$ cat src/rtl/mdio_pkg.sv
package mdio_pkg;
  localparam int REG_W     = 5;
  localparam int PHY_W     = 5;
  localparam int DIV_W     = 4;
  localparam int DATA_W    = 16;
  localparam int PRE_LEN   = 32;
  localparam int RG_LSB    = 0;
  localparam int PHY_LSB   = 8;
  localparam int WR_BIT    = 16;
  localparam int BUSY_BIT  = 17;
  localparam int NOPRE_BIT = 18;
  localparam int DIV_LSB   = 20;

  typedef enum logic [1:0] {
    SQ_IDLE  = 2'd0,
    SQ_PRE   = 2'd1,
    SQ_FRAME = 2'd2
  } seq_state_t;

  typedef struct packed {
    logic [DIV_W-1:0] div;
    logic             nopre;
    logic             wr;
    logic [PHY_W-1:0] phy;
    logic [REG_W-1:0] rg;
  } mdio_cmd_t;
endpackage

$ cat src/rtl/mdio_clkgen.sv
module mdio_clkgen #(
  parameter int DIV_W = 4
) (
  input  logic             clk,
  input  logic             rst_n,
  input  logic             run,
  input  logic             en,
  input  logic [DIV_W-1:0] div,
  output logic             mdc,
  output logic             rise,
  output logic             fall
);
  logic [DIV_W-1:0] cnt_q, cnt_d;
  logic             mdc_q, mdc_d;
  logic             tick;

  always_comb begin
    tick  = run && en && (cnt_q == div);
    cnt_d = cnt_q;
    mdc_d = mdc_q;
    if (!run) begin
      cnt_d = '0;
      mdc_d = 1'b0;
    end else if (en) begin
      if (tick) begin
        cnt_d = '0;
        mdc_d = ~mdc_q;
      end else begin
        cnt_d = cnt_q + 1'b1;
      end
    end
  end

  always_ff @(posedge clk or negedge rst_n) begin
    if (!rst_n) begin
      cnt_q <= '0;
      mdc_q <= 1'b0;
    end else begin
      cnt_q <= cnt_d;
      mdc_q <= mdc_d;
    end
  end

  assign mdc  = mdc_q;
  assign rise = tick && !mdc_q;
  assign fall = tick && mdc_q;


  mdc_frozen_chk: assert property (@(posedge clk) disable iff (!rst_n)
    !en |=> $stable(mdc_q));
endmodule

$ cat src/rtl/mdio_seq.sv
module mdio_seq
  import mdio_pkg::*;
(
  input  logic              clk,
  input  logic              rst_n,
  input  logic              go,
  input  mdio_cmd_t         cmd,
  input  logic [DATA_W-1:0] wdata,
  input  logic              rise,
  input  logic              fall,
  input  logic              mdio_i,
  output logic              busy,
  output logic              mdio_o,
  output logic              mdio_oe,
  output logic              done,
  output logic [DATA_W-1:0] rdata
);
  localparam int HDR_LEN = 4 + PHY_W + REG_W;
  localparam int DAT_POS = HDR_LEN + 2;
  localparam int FRM_LEN = DAT_POS + DATA_W;
  localparam int MAXLEN  = (FRM_LEN > PRE_LEN) ? FRM_LEN : PRE_LEN;
  localparam int CNT_W   = $clog2(MAXLEN);

  seq_state_t         st_q, st_d;
  logic [CNT_W-1:0]   pre_q, pre_d, frm_q, frm_d;
  logic [FRM_LEN-1:0] sh_q, sh_d, frame_w;
  logic [DATA_W-1:0]  rd_q, rd_d;
  logic               wr_q, wr_d;

  always_comb begin
    frame_w = {2'b01, (cmd.wr ? 2'b01 : 2'b10), cmd.phy, cmd.rg,
               (cmd.wr ? 2'b10 : 2'b11),
               (cmd.wr ? wdata : {DATA_W{1'b1}})};
  end

  always_comb begin
    st_d  = st_q;
    pre_d = pre_q;
    frm_d = frm_q;
    sh_d  = sh_q;
    rd_d  = rd_q;
    wr_d  = wr_q;
    done  = 1'b0;
    case (st_q)
      SQ_IDLE: begin
        if (go) begin
          st_d  = cmd.nopre ? SQ_FRAME : SQ_PRE;
          pre_d = '0;
          frm_d = '0;
          sh_d  = frame_w;
          wr_d  = cmd.wr;
        end
      end
      SQ_PRE: begin
        if (fall) begin
          if (pre_q == CNT_W'(PRE_LEN - 1)) st_d = SQ_FRAME;
          else                              pre_d = pre_q + 1'b1;
        end
      end
      SQ_FRAME: begin
        if (rise && !wr_q && (frm_q >= CNT_W'(DAT_POS)))
          rd_d = {rd_q[DATA_W-2:0], mdio_i};
        if (fall) begin
          sh_d = {sh_q[FRM_LEN-2:0], 1'b1};
          if (frm_q == CNT_W'(FRM_LEN - 1)) begin
            st_d = SQ_IDLE;
            done = 1'b1;
          end else begin
            frm_d = frm_q + 1'b1;
          end
        end
      end
      default: st_d = SQ_IDLE;
    endcase
  end

  always_ff @(posedge clk or negedge rst_n) begin
    if (!rst_n) begin
      st_q  <= SQ_IDLE;
      pre_q <= '0;
      frm_q <= '0;
      sh_q  <= '0;
      rd_q  <= '0;
      wr_q  <= 1'b0;
    end else begin
      st_q  <= st_d;
      pre_q <= pre_d;
      frm_q <= frm_d;
      sh_q  <= sh_d;
      rd_q  <= rd_d;
      wr_q  <= wr_d;
    end
  end

  always_comb begin
    busy    = (st_q != SQ_IDLE);
    mdio_o  = 1'b1;
    mdio_oe = 1'b0;
    if (st_q == SQ_PRE) begin
      mdio_oe = 1'b1;
    end else if (st_q == SQ_FRAME) begin
      mdio_o  = sh_q[FRM_LEN-1];
      mdio_oe = wr_q || (frm_q < CNT_W'(HDR_LEN));
    end
  end

  assign rdata = rd_q;


  busy_ends_on_fall_chk: assert property (@(posedge clk) disable iff (!rst_n)
    $fell(busy) |-> $past(fall));
endmodule

$ cat src/rtl/mdio_regs.sv
module mdio_regs
  import mdio_pkg::*;
#(
  parameter int REG_DW = 32
) (
  input  logic              clk,
  input  logic              rst_n,
  input  logic              wr_en,
  input  logic              addr,
  input  logic [REG_DW-1:0] wdata,
  output logic [REG_DW-1:0] rdata,
  input  logic              seq_busy,
  input  logic              done_i,
  input  logic [DATA_W-1:0] rd_data,
  output mdio_cmd_t         cmd,
  output logic [DATA_W-1:0] data,
  output logic              go
);
  mdio_cmd_t         cmd_q, cmd_d;
  logic [DATA_W-1:0] data_q, data_d;
  logic              go_q, go_d;
  logic              busy_all;

  assign busy_all = go_q || seq_busy;

  always_comb begin
    cmd_d  = cmd_q;
    data_d = data_q;
    go_d   = 1'b0;
    if (wr_en && !busy_all) begin
      if (addr) begin
        cmd_d.rg    = wdata[RG_LSB +: REG_W];
        cmd_d.phy   = wdata[PHY_LSB +: PHY_W];
        cmd_d.wr    = wdata[WR_BIT];
        cmd_d.nopre = wdata[NOPRE_BIT];
        cmd_d.div   = wdata[DIV_LSB +: DIV_W];
        go_d        = wdata[BUSY_BIT];
      end else begin
        data_d = wdata[DATA_W-1:0];
      end
    end
    if (done_i && !cmd_q.wr) data_d = rd_data;
  end

  always_ff @(posedge clk or negedge rst_n) begin
    if (!rst_n) begin
      cmd_q  <= '0;
      data_q <= '0;
      go_q   <= 1'b0;
    end else begin
      cmd_q  <= cmd_d;
      data_q <= data_d;
      go_q   <= go_d;
    end
  end

  always_comb begin
    rdata = '0;
    if (addr) begin
      rdata[RG_LSB +: REG_W]  = cmd_q.rg;
      rdata[PHY_LSB +: PHY_W] = cmd_q.phy;
      rdata[WR_BIT]           = cmd_q.wr;
      rdata[BUSY_BIT]         = busy_all;
      rdata[NOPRE_BIT]        = cmd_q.nopre;
      rdata[DIV_LSB +: DIV_W] = cmd_q.div;
    end else begin
      rdata[DATA_W-1:0] = data_q;
    end
  end

  assign cmd  = cmd_q;
  assign data = data_q;
  assign go   = go_q;


  regs_locked_chk: assert property (@(posedge clk) disable iff (!rst_n)
    (busy_all && !done_i) |=> ($stable(cmd_q) && $stable(data_q)));
endmodule

$ cat src/rtl/mdio_mgmt_ctrl.sv
module mdio_mgmt_ctrl
  import mdio_pkg::*;
#(
  parameter int REG_DW = 32
) (
  input  logic              clk,
  input  logic              rst_n,
  input  logic              reg_wr,
  input  logic              reg_addr,
  input  logic [REG_DW-1:0] reg_wdata,
  output logic [REG_DW-1:0] reg_rdata,
  input  logic              mdc_enable,
  output logic              mdc,
  output logic              mdio_o,
  output logic              mdio_oe,
  input  logic              mdio_i
);
  logic [1:0]        rst_sync_q;
  logic              rst_int_n;
  mdio_cmd_t         cmd;
  logic [DATA_W-1:0] wdata16, rdata16;
  logic              go, seq_busy, done, rise, fall;

  always_ff @(posedge clk or negedge rst_n) begin
    if (!rst_n) rst_sync_q <= 2'b00;
    else        rst_sync_q <= {rst_sync_q[0], 1'b1};
  end
  assign rst_int_n = rst_sync_q[1];

  mdio_regs #(.REG_DW(REG_DW)) u_regs (
    .clk(clk), .rst_n(rst_int_n), .wr_en(reg_wr), .addr(reg_addr),
    .wdata(reg_wdata), .rdata(reg_rdata), .seq_busy(seq_busy),
    .done_i(done), .rd_data(rdata16), .cmd(cmd), .data(wdata16), .go(go)
  );

  mdio_clkgen #(.DIV_W(DIV_W)) u_clk (
    .clk(clk), .rst_n(rst_int_n), .run(seq_busy), .en(mdc_enable),
    .div(cmd.div), .mdc(mdc), .rise(rise), .fall(fall)
  );

  mdio_seq u_seq (
    .clk(clk), .rst_n(rst_int_n), .go(go), .cmd(cmd), .wdata(wdata16),
    .rise(rise), .fall(fall), .mdio_i(mdio_i), .busy(seq_busy),
    .mdio_o(mdio_o), .mdio_oe(mdio_oe), .done(done), .rdata(rdata16)
  );


  mdio_steady_high_chk: assert property (@(posedge clk) disable iff (!rst_int_n)
    (mdc && $past(mdc)) |-> $stable(mdio_o));


  mdc_idle_low_chk: assert property (@(posedge clk) disable iff (!rst_int_n)
    !seq_busy |-> !mdc);
endmodule

$ cat config.mk
export PLATFORM = sky130hd
export DESIGN_NAME = mdio_mgmt_ctrl
export DESIGN_NICKNAME = d
export VERILOG_FILES = /design/src/rtl/mdio_pkg.sv /design/src/rtl/mdio_clkgen.sv /design/src/rtl/mdio_seq.sv /design/src/rtl/mdio_regs.sv /design/src/rtl/mdio_mgmt_ctrl.sv
export SDC_FILE = /design/constraint.sdc
export NUM_CORES = 1
export LEC_CHECK = 0
export BUFFER_PORTS_ARGS = -buffer_cell sky130_fd_sc_hd__buf_2
export CORE_ASPECT_RATIO = 0.6
export CORE_UTILIZATION = 35
export DETAILED_ROUTE_END_ITERATION = 10
export PLACE_DENSITY = 0.61
export SLEW_MARGIN = 5
export SYNTH_ARGS = -nofsm -noshare
export SYNTH_HDL_FRONTEND = slang
export SYNTH_SLANG_ARGS = --single-unit
export TNS_END_PERCENT = 20
$ cat constraint.sdc
create_clock -name clk -period 4.68 [get_ports clk]
set_input_delay 0.468 -clock clk [delete_from_list [all_inputs] [get_ports clk]]
set_output_delay 0.468 -clock clk [all_outputs]
set_load 0.01 [all_outputs]
After elaboration in Yosys (flattened, before gate mapping)
Index checks and enable logic that the tools add are counted.

Add/sub/neg operators: 3. $lt $le $gt $ge: 2. Equality and inequality tests: 15. Multiplexer cells: 44. Bitwise gates (word level): 1. Reduce and logical (&&, ||, !) cells: 28.

Operators with widths (number): 16-bit 2-to-1 mux (4); 32-bit 2-to-1 mux (2); 32-bit case mux with 2 select lines (1); 5-bit 2-to-1 mux (7); 5-bit case mux with 2 select lines (2); 4-bit 2-to-1 mux (4); 2-bit 2-to-1 mux (7); 1-bit 2-to-1 mux (13); 2-bit != test (second input constant) (6); 5-bit by 1-bit adder with 5-bit output (second input constant) (2); 5-bit == test (second input constant) (2); 2-bit AND reduction (5); 3-bit 2-to-1 mux (3); 1-bit logical AND (8); 2-bit by 1-bit != test with 1-bit output (second input constant) (4); 4-bit AND reduction (2); 2-bit nonzero test (4); 2-bit case mux with 3 select lines (1); 5-bit greater-or-equal comparator (second input constant) (1); 5-bit by 4-bit less-than comparator with 1-bit output (second input constant) (1); 5-bit AND reduction (1); 4-bit by 1-bit adder with 4-bit output (second input constant) (1); 4-bit == test (1); 1-bit zero test (4); 6 further kinds (7).

Flip-flop bits (word level): 101. Input port bits: 38. Output and inout port bits: 35. Logic and storage cells: 109.

Depth between registers and ports, before layout
Gate-level depths: netlist of run 1.

Depth in word-level cells: 9. Mapped depth: 8. Depth with buffers taken out: 6.

Hierarchy
From an unflattened synthesis of run 1, not the netlist that was laid out.

Cell total of the unflattened synthesis: 393. Area total of the unflattened synthesis: 5122.4 um2.

Modules (own cells, without submodules): mdio_seq (times used 1, cells each 229, area an instance 2976.6 um2, sequential area each 1526.5 um2); mdio_regs (times used 1, cells each 126, area an instance 1747.9 um2, sequential area each 825.8 um2); mdio_clkgen (times used 1, cells each 35, area an instance 344.1 um2, sequential area each 125.1 um2); mdio_mgmt_ctrl (times used 1, cells each 3, area an instance 53.8 um2, sequential area each 50.0 um2).

Worst setup path before layout of run 1
Ideal clock, no wire load.

Kind: register to register. Start point: reg u_seq.frm_q[0]. End point: reg u_seq.frm_q[3]. Library setup time: 0.078 ns. Data arrival time: 2.087 ns. Required time: 4.602 ns. Path slack: 2.515 ns. Stages on the path, launching flop included: 8. Buffers on the path: 1. Period minus slack after synthesis: 2.165 ns. Cells stage by stage: dfrtp_1 -> ha_1 -> and3_1 -> ha_1 -> clkbuf_1 -> or3_1 -> or4_1 -> a21oi_1.

Longest elaborated chain between the ends: 4. Elaborated cells on any way between the ends: 7. Those cells by class: add/sub (1); eq/ne (2); mux (3); reduce/logical (1).

Ends and longest elaborated chain: start, declared (line mdio_seq.sv:25) `logic [CNT_W-1:0] pre_q, pre_d, frm_q, frm_d;`; start signal, assigned (line mdio_seq.sv:88) `frm_q <= frm_d;`; 5-bit by 1-bit adder with 5-bit output (line mdio_seq.sv:69) `frm_d = frm_q + 1'b1;`; 5-bit 2-to-1 mux (line mdio_seq.sv:65) `if (frm_q == CNT_W'(FRM_LEN - 1)) begin`; 5-bit 2-to-1 mux (line mdio_seq.sv:63) `if (fall) begin`; 5-bit case mux with 2 select lines (line mdio_seq.sv:44) `case (st_q)`.

Parallel ways exist; a longest one is shown, timed or not. The select of a mux whose other input is x is not followed. A chain may end at the register's enable or synchronous reset.

Worst setup path in the final report of run 1
Start point: reg u_seq.st_q[0]. End point: reg u_regs.data_q[12], in the netlist u_regs.data[12].

Longest elaborated chain between the ends: 9. Elaborated cells on any way between the ends: 15. Those cells by class: eq/ne (2); mux (3); reduce/logical (10).

Ends and longest elaborated chain: start, declared (line mdio_seq.sv:24) `seq_state_t st_q, st_d;`; start signal, assigned (line mdio_seq.sv:86) `st_q <= st_d;`; 2-bit nonzero test (line mdio_seq.sv:96) `busy = (st_q != SQ_IDLE);`; 1-bit logical AND (2 in a row) (line mdio_clkgen.sv:18) `tick = run && en && (cnt_q == div);`; 1-bit logical AND (line mdio_clkgen.sv:46) `assign fall = tick && mdc_q;`; 1-bit 2-to-1 mux (line mdio_seq.sv:63); 1-bit 2-to-1 mux (line mdio_seq.sv:44); 1-bit logical AND (line mdio_regs.sv:42) `if (done_i && !cmd_q.wr) data_d = rd_data;`; 2-bit by 1-bit != test with 1-bit output (no source line) / 2-bit nonzero test (equally long branches); 2-bit AND reduction (no source line); end signal, assigned (line mdio_regs.sv:52) `data_q <= data_d;`; end, declared (line mdio_regs.sv:20) `logic [DATA_W-1:0] data_q, data_d;`.

Parallel ways exist; a longest one is shown, timed or not.

==> results of run 1 <==
placed cells by master, fill, tap and decap left out, types with 6 or more instances in the layout:
master,n
and2_1,24
inv_1,6
mux2_2,42
nor2_1,38
conb_1,10
dfrtp_1,100
nand3_1,7
o32ai_1,26
xor2_1,6
o21ai_0,7
nand2_1,18
a221o_1,16
buf_2,54
clkbuf_16,9
nor2b_1,11
a21oi_1,34
path summary, 6_finish.rpt:
kind	endpoint	cells past startpoint	slack [ns]
setup reg to reg	u_regs.data[12]$_DFFE_PN0P_	5	1.84
hold / removal	u_regs.cmd[14]$_DFFE_PN0P_	0	0.33
min in group clk	u_regs.cmd[13]$_DFFE_PN0P_	2	0.35
max in group asynchronous	u_seq.st_q[0]$_DFFE_PN0P_	1	3.19
hold reg to reg	u_regs.cmd[14]$_DFFE_PN0P_	0	0.33
setup / recovery	u_regs.data[12]$_DFFE_PN0P_	5	1.84
layer usage:
layer,wire (um),up-vias,track usage
li1,-,1651,-
met1,6060,1752,0.260
met2,4740,83,0.238
met3,426,7,0.0365
met4,79,0,0.0370
met5,0,-,0
through the flow:
stage	cell area (sq um)	worst slack, ns	power, mW	utilization
after floorplan	4820	1.66	2.05	-
after CTS	5450	1.84	3.07	0.416
after detailed placement	5150	1.82	2.35	0.394
final	5450	1.84	3.05	0.416
after global placement	5150	1.87	2.31	0.394
after global routing	5450	1.68	3.25	0.416
synthesized netlist by cell type (2+ instances only):
| master | instances |
|---|---|
| nor3_1 | 4 |
| a221o_1 | 16 |
| nand3_1 | 7 |
| nand2b_1 | 3 |
| nor2b_1 | 11 |
| a21oi_1 | 34 |
| o32ai_1 | 26 |
| and3_1 | 3 |
| ha_1 | 5 |
| buf_1 | 2 |
| inv_1 | 6 |
| o211ai_1 | 2 |
| buf_2 | 5 |
| nor2_1 | 38 |
| buf_4 | 10 |
| a32oi_1 | 2 |
| nand2_1 | 18 |
| xor2_1 | 6 |
| mux2i_1 | 4 |
| mux2_2 | 42 |
| o21ai_0 | 7 |
| o221a_2 | 2 |
| clkbuf_1 | 22 |
| a31oi_1 | 2 |
| nor4_1 | 2 |
| or4_1 | 4 |
| o31ai_1 | 3 |
| dfrtp_1 | 101 |
| and2_1 | 24 |
| nand4_1 | 2 |
| conb_1 | 2 |
sequential cells by signal (all words and copies together), names as in the netlist:
register     cells
u_seq.wr_q       1
rst_sync_q       2
u_clk.cnt_q      4
u_seq.rdata     16
u_clk.mdc        1
u_seq.frm_q      5
u_regs.data     16
u_regs.cmd      16
u_regs.go        1
u_seq.sh_q      32
u_seq.st_q       2
u_seq.pre_q      5
kinds of logic after synthesis:
logic type / share of synthesized area
AO/OA/AOI/OAI: 0.152
XOR/XNOR: 0.0110
adder cells (fa/ha/maj): 0.0131
buffers and inverters: 0.0444
flip-flops: 0.528
multiplexers: 0.107
other: 0.00157
AND/OR/NAND/NOR: 0.143
report_power, final:
part           total [mW]  switching (mW)  internal [mW]  leakage (nW)
registers            1.48           0.287           1.19          1.26
clock network       0.710           0.338          0.372         0.137
logic               0.861           0.436          0.425          1.05
total                3.05            1.06           1.99          2.44
timing repair:
action	4_1_cts	5_1_grt
hold endpoints to repair	2	0
hold buffers	1	0
endpoints found under the setup margin	0	0
cell type report:
| type | count | area (sq um) | area share |
|---|---|---|---|
| Sequential cell | 101 | 2530 | 0.465 |
| Multi-Input combinational cell | 292 | 2090 | 0.383 |
| Timing Repair Buffer | 59 | 310 | 0.0569 |
| Clock buffer | 10 | 229 | 0.0420 |
| Tap cell | 170 | 213 | 0.0390 |
| Clock inverter | 6 | 56.3 | 0.0103 |
| Inverter | 6 | 22.5 | 0.00413 |
==> parameters.txt, run 1 <==
Parameter                              Value

Global route
  Initial antenna violation count    0
  Overall global routing resource usage    0.169
  First-pass GRT wire length    18700 um
  Global route overflow    0
  Number of global-route vias before repair    3506
  Maximum number of pins on one net before global-route repair    56

STA
  Slew @ Worst Pin    1.05 ns
  Worst hold slack after final layout    0.334 ns
  Worst slew margin relative to its limit    0.299
  Min Tclk post-route    2.84 ns
  Hold Fails Final Rpt    0
  Max Clock Skew    0.0142 ns
  Post-Route Setup TNS    0 ns
  Period utilization    0.607
  Number of endpoints failing setup at the final stage    0
  Setup repair after global routing missed its margin    false
  Max Fclk    352 MHz
  Number of max-slew violations in the final report    0

Synth
  Cells after synthesis    430
  Sequential fraction of the synthesis area    0.528
  Most area-consuming cells after synthesis    dfrtp_1, mux2_2, o32ai_1, a21oi_1, a221o_1
  Cell type with the largest total area after synthesis    dfrtp_1
  Yosys warning count    0
  Share of Yosys cell area claimed by the top area cell type    0.528
  Post-synth design cell area    4790 sq um
  Top_reg_cell synth    dfrtp_1
  Number of distinct standard cells referenced by the synthesized netlist    46
  Avg Cell Area, Syn    11.1 sq um
  Flop and latch count out of synthesis    101
  Async set or reset register ratio after synthesis    1.00
  Number of synthesized flops with an enable pin    0

Drt
  Count of nets left with antenna violations after detail routing    0
  Routed WL per cell    17.6 um
  Overall via count from detail_route    3493
  Vias/cell    5.42
  Starting DRC count in detailed routing    223
  First-pass iteration count of the detailed router    5
  Number of remaining DRC errors    0
  Total length of routed wires    11300 um

Setup path
  Cell Chain, Critical Path    or2_2, nor4b_4, a41oi_1, buf_4, a221o_1
  WP data arrival    3.07 ns
  Critical path launch point type    flip-flop
  FF-to-FF Start    u_seq.st_q[0]$_DFFE_PN0P_
  Slowest-stage cell, CP    nor4b_4
  Sum of buffers and inverters on the critical path    1
  Origin of the worst setup path    u_seq.st_q[0]$_DFFE_PN0P_
  Crit Path Class    reg2reg
  Required time of the critical path    4.90 ns
  Cell family with the largest share of critical-path delay    simple AND/OR/NAND/NOR gates
  Maximum net fanout on the critical path    17
  Peak per-stage delay on the critical path    0.85 ns
  Worst setup EP type    flip-flop

Floorplanning
  Placeable core region    13100 sq um
  Overall die width    153 um
  Die Area    14200 sq um
  Number of rows created at floorplan    32
  Die outline height    92.6 um
  IO Count    73
  Initial cell density of the core    0.366

Cells and area
  Growth of design area from synthesis to finish    13.9%
  Antenna cell count    0
  Number of fill cells    1217
  Nets    512
  Post-route non-filler standard cell count    644
  Fraction of layout instances using a drive strength above 1    0.262

CTS
  CTS tree    yes
  Sink Count    101
  Number of buffers inserted during clock tree synthesis    9
  Maximum level of the CTS H-tree    3
  Post-CTS setup-driven buffer insertion count    0
  Clock latency of the later-clocked register in the worst-skew pair    0.34 ns
  Clock slew seen by the registers of the worst setup and hold paths    0.08 ns
  CTS root buf    clkbuf_16
  Cts repair resizes    0
  Worst-case clock buffer depth    2

Power
  PD cells    560 nW/um^2
  Pleak    2.44 nW
  Worst supply voltage drop on vdd    0.000232 V

Place
  Routability congestion estimate from global placement    0.756
  Count of input and output buffers    54
  Total placed cells including tap cells    627
  DPL Wire Length    7420 um

Hold path
  Hold Crit Class    reg2async

Outcome
  Run status    completed

Flow run
  Max-cap violations    0
(Power assumes the default switching activity.)
==> inputs of run 2 (changes only) <==
--- a/config.mk
+++ b/config.mk
@@ -5,11 +5,12 @@
 export SDC_FILE = /design/constraint.sdc
 export NUM_CORES = 1
 export LEC_CHECK = 0
+export ABC_AREA = 1
 export BUFFER_PORTS_ARGS = -buffer_cell sky130_fd_sc_hd__buf_2
 export CORE_ASPECT_RATIO = 0.6
 export CORE_UTILIZATION = 35
 export DETAILED_ROUTE_END_ITERATION = 10
-export PLACE_DENSITY = 0.61
+export PLACE_DENSITY = 0.6
 export SLEW_MARGIN = 5
 export SYNTH_ARGS = -nofsm -noshare
 export SYNTH_HDL_FRONTEND = slang
==> constraint.sdc (replaced) <==
create_clock -name clk -period 2.7 [get_ports clk]
set_input_delay 0.27 -clock clk [delete_from_list [all_inputs] [get_ports clk]]
set_output_delay 0.27 -clock clk [all_outputs]
set_load 0.01 [all_outputs]
==> parameters.txt, run 2 <==
Parameter                              Value

Drt
  Total length of routed wires    11900 um (+5.1%)
  Number of remaining DRC errors    0 (unchanged)
  First-pass iteration count of the detailed router    6 (+1)
  Overall via count from detail_route    4170 (+19%)
  Vias/cell    4.84 (-11%)
  Starting DRC count in detailed routing    267 (+20%)
  Count of nets left with antenna violations after detail routing    0 (unchanged)
  Routed WL per cell    13.8 um (-21%)

Cells and area
  Number of fill cells    1422 (+17%)
  Area of combinational cells with multiple inputs    1910 sq um (-8.3%)
  Largest register FFs    32 (unchanged)
  Core utilization of the finished layout    0.412 (-0.00399)
  Area taken by flip-flops and latches    2530 sq um (unchanged)
  Fraction of layout instances using a drive strength above 1    0.141 (-0.121)
  Antenna cell count    0 (unchanged)
  Most frequent cells in the layout    nand2_1, o21ai_0, dfrtp_1
  Post-route non-filler standard cell count    861 (+34%)
  Nets    707 (+38%)
  Most common cell after layout, fill and taps aside    nand2_1
  Register ranked first by flip-flop count    u_seq.sh_q
  Growth of design area from synthesis to finish    14.2%

CTS
  Sink Count    101 (unchanged)
  Clock slew seen by the registers of the worst setup and hold paths    0.06 ns (-0.02 ns)
  Worst-case clock buffer depth    2 (unchanged)
  Number of buffers inserted during clock tree synthesis    9 (unchanged)
  CTS tree    yes
  CTS root buf    clkbuf_16
  Number of buffers inserted by hold repair at cts    1 (unchanged)
  Maximum level of the CTS H-tree    3 (unchanged)
  Cts repair resizes    0 (unchanged)
  Clock latency of the later-clocked register in the worst-skew pair    0.35 ns (about the same)
  Post-CTS setup-driven buffer insertion count    0 (unchanged)

Setup path
  Slowest-stage cell, CP    dfrtp_1
  Crit Path Class    reg2reg
  Required time of the critical path    2.96 ns (-1.94 ns)
  Cell Chain, Critical Path    inv_1, nand2_1, nand2_1, nor2_1, nand3_2, nor2_2, nand2_1, nand2_1, buf_4, o21ai_0, o21ai_0
  Maximum net fanout on the critical path    33 (+16)
  Critical path launch point type    flip-flop
  WP data arrival    2.32 ns (-0.75 ns)
  Most repeated library cell on the critical path    nand2_1
  Peak per-stage delay on the critical path    0.38 ns (-0.47 ns)
  Worst setup EP type    flip-flop

Floorplanning
  IO Count    73 (unchanged)
  Initial cell density of the core    0.361 (-0.00455)
  Placeable core region    13700 sq um (+4.7%)
  Die Area    14600 sq um (+3.3%)
  Number of rows created at floorplan    33 (+3.1%)
  Die outline height    94.1 um (+1.7%)
  Overall die width    156 um (+1.7%)

Global route
  Number of global-route vias before repair    4027 (+15%)
  Overall global routing resource usage    0.176 (+0.00760)
  Global route overflow    0 (unchanged)
  First-pass GRT wire length    20000 um (+6.5%)
  Initial antenna violation count    0 (unchanged)
  Maximum number of pins on one net before global-route repair    63 (+13%)

Power
  Worst supply voltage drop on vdd    0.000351 V (+51%)
  Proportion of total power due to net switching    0.384 (+0.0362)
  Internal power    3.43 mW (+72%)
  PD cells    984 nW/um^2 (+76%)
  Pleak    2.75 nW (+13%)
  Sequential group share of total power    0.431 (-0.054)
  Share of power burned in combinational logic    0.346 (+0.064)
  Part of the power in the clock network    0.224 (-0.009)
  Net switching power    2.13 mW (+100%)

Synth
  Most area-consuming cells after synthesis    dfrtp_1, nand2_1, o21ai_0, inv_1, nand3_1
  Most frequent cells after synthesis    nand2_1, o21ai_0, dfrtp_1, inv_1
  Async set or reset register ratio after synthesis    1.00 (unchanged)
  Sequential fraction of the synthesis area    0.511 (-0.0174)
  Flop and latch count out of synthesis    101 (unchanged)
  Most numerous cell in the Yosys netlist    nand2_1
  Cell type with the largest total area after synthesis    dfrtp_1
  Avg Cell Area, Syn    7.98 sq um (-28%)
  Number of synthesized flops with an enable pin    0 (unchanged)
  Number of distinct standard cells referenced by the synthesized netlist    33 (-28%)
  Top_reg_cell synth    dfrtp_1
  Cells after synthesis    620 (+44%)
  Share of Yosys cell area claimed by the top area cell type    0.511 (-0.0174)
  Yosys warning count    0 (unchanged)
  Post-synth design cell area    4950 sq um (+3.4%)

STA
  Worst hold slack after final layout    0.136 ns (-0.198 ns)
  Number of endpoints failing setup at the final stage    0 (unchanged)
  Final setup margin    0.634 ns (-1.20 ns)
  Max Fclk    484 MHz (+38%)
  Period utilization    0.765 (+0.158)
  Setup repair after global routing missed its margin    false
  Min Tclk post-route    2.07 ns (-0.777 ns)
  Hold Fails Final Rpt    0 (unchanged)
  Number of max-slew violations in the final report    0 (unchanged)
  Worst slew margin relative to its limit    0.570 (+0.271)
  Max Clock Skew    0.00610 ns (-0.00806 ns)
  Post-Route Setup TNS    0 ns (unchanged)
  Slew @ Worst Pin    0.645 ns (-0.404 ns)

Place
  Count of input and output buffers    54 (unchanged)
  Total placed cells including tap cells    844 (+35%)
  Worst slack at placement    0.654 ns (-1.16 ns)
  Routability congestion estimate from global placement    0.799 (+5.7%)
  DPL Wire Length    8310 um (+12%)

Hold path
  Hold Crit Class    in2reg

Flow run
  Max-cap violations    0 (unchanged)

Outcome
  Run status    completed
run 2: cell types whose count changed in the layout (fill, tap and decap cells not counted), sizes merged, moves of 26 or more:
cell,before,now
a21oi,34,6
inv,9,86
mux2,42,2
nand2,18,169
o21ai,7,113
o32ai,26,0
run 2: cell type report:
| cell class | instances | share of cell area |
|---|---|---|
| Clock buffer | 15 | 0.0492 |
| Clock inverter | 1 | 0.000886 |
| Multi-Input combinational cell | 402 | 0.339 |
| Tap cell | 192 | 0.0425 |
| Sequential cell | 101 | 0.448 |
| Inverter | 86 | 0.0571 |
| Timing Repair Buffer | 64 | 0.0638 |
run 2: kinds of logic after synthesis:
family | synth area share
and+or+nand+nor | 0.204
AOI/OAI and AO/OA | 0.148
buffers and inverters | 0.109
DFF | 0.511
adders and majority gates | 0.0126
xor gates and xnor gates | 0.00885
other | 0.00152
muxes | 0.00455
run 2: power groups by stage:
stage / registers [mW] / logic, mW / clock network (mW)
after floorplan: 2.31 / 1.43 / 0
after CTS: 2.40 / 1.93 / 1.27
final: 2.39 / 1.92 / 1.24
after global routing: 2.47 / 2.25 / 1.33
after global placement: 2.41 / 1.85 / 0
after detailed placement: 2.42 / 1.92 / 0
run 2: stage by stage:
stage	power, mW	area [sq um]
after floorplan	3.74	4980
after global placement	4.26	5360
after detailed placement	4.34	5360
after CTS	5.60	5650
after global routing	6.05	5650
final	5.56	5650
run 2: path summary, 6_finish.rpt:
path / from / to / slack, ns / cells after the start
worst max register to register: u_clk.cnt_q[0]$_DFFE_PN0P_ / u_seq.sh_q[17]$_DFFE_PN0P_ / 0.63 / 11
min in group asynchronous: rst_n / rst_sync_q[1]$_DFF_PN0_ / 0.23 / 2
max in group asynchronous: rst_sync_q[1]$_DFF_PN0_ / u_regs.data[0]$_DFFE_PN0P_ / 1.64 / 1
worst max-delay path: u_clk.cnt_q[0]$_DFFE_PN0P_ / u_seq.sh_q[17]$_DFFE_PN0P_ / 0.63 / 11
worst min register to register: rst_sync_q[1]$_DFF_PN0_ / u_seq.sh_q[23]$_DFFE_PN0P_ / 0.32 / 0
worst min-delay path: reg_wdata[20] / u_regs.cmd[12]$_DFFE_PN0P_ / 0.14 / 3
run 2: routing by layer:
layer	up-vias	GRT usage	wire, um
met5	-	0	0
met4	0	0.0629	237
met3	22	0.0429	541
met2	118	0.270	5180
met1	1993	0.242	5920
li1	2037	-	-
run 2: critical path: cells and delay by family, from the launching register on:
family,cells,cell delay (ns)
AND/OR/NAND/NOR,7,0.93
flip-flops,1,0.38
buffers and inverters,2,0.43
AO/OA/AOI/OAI,2,0.23
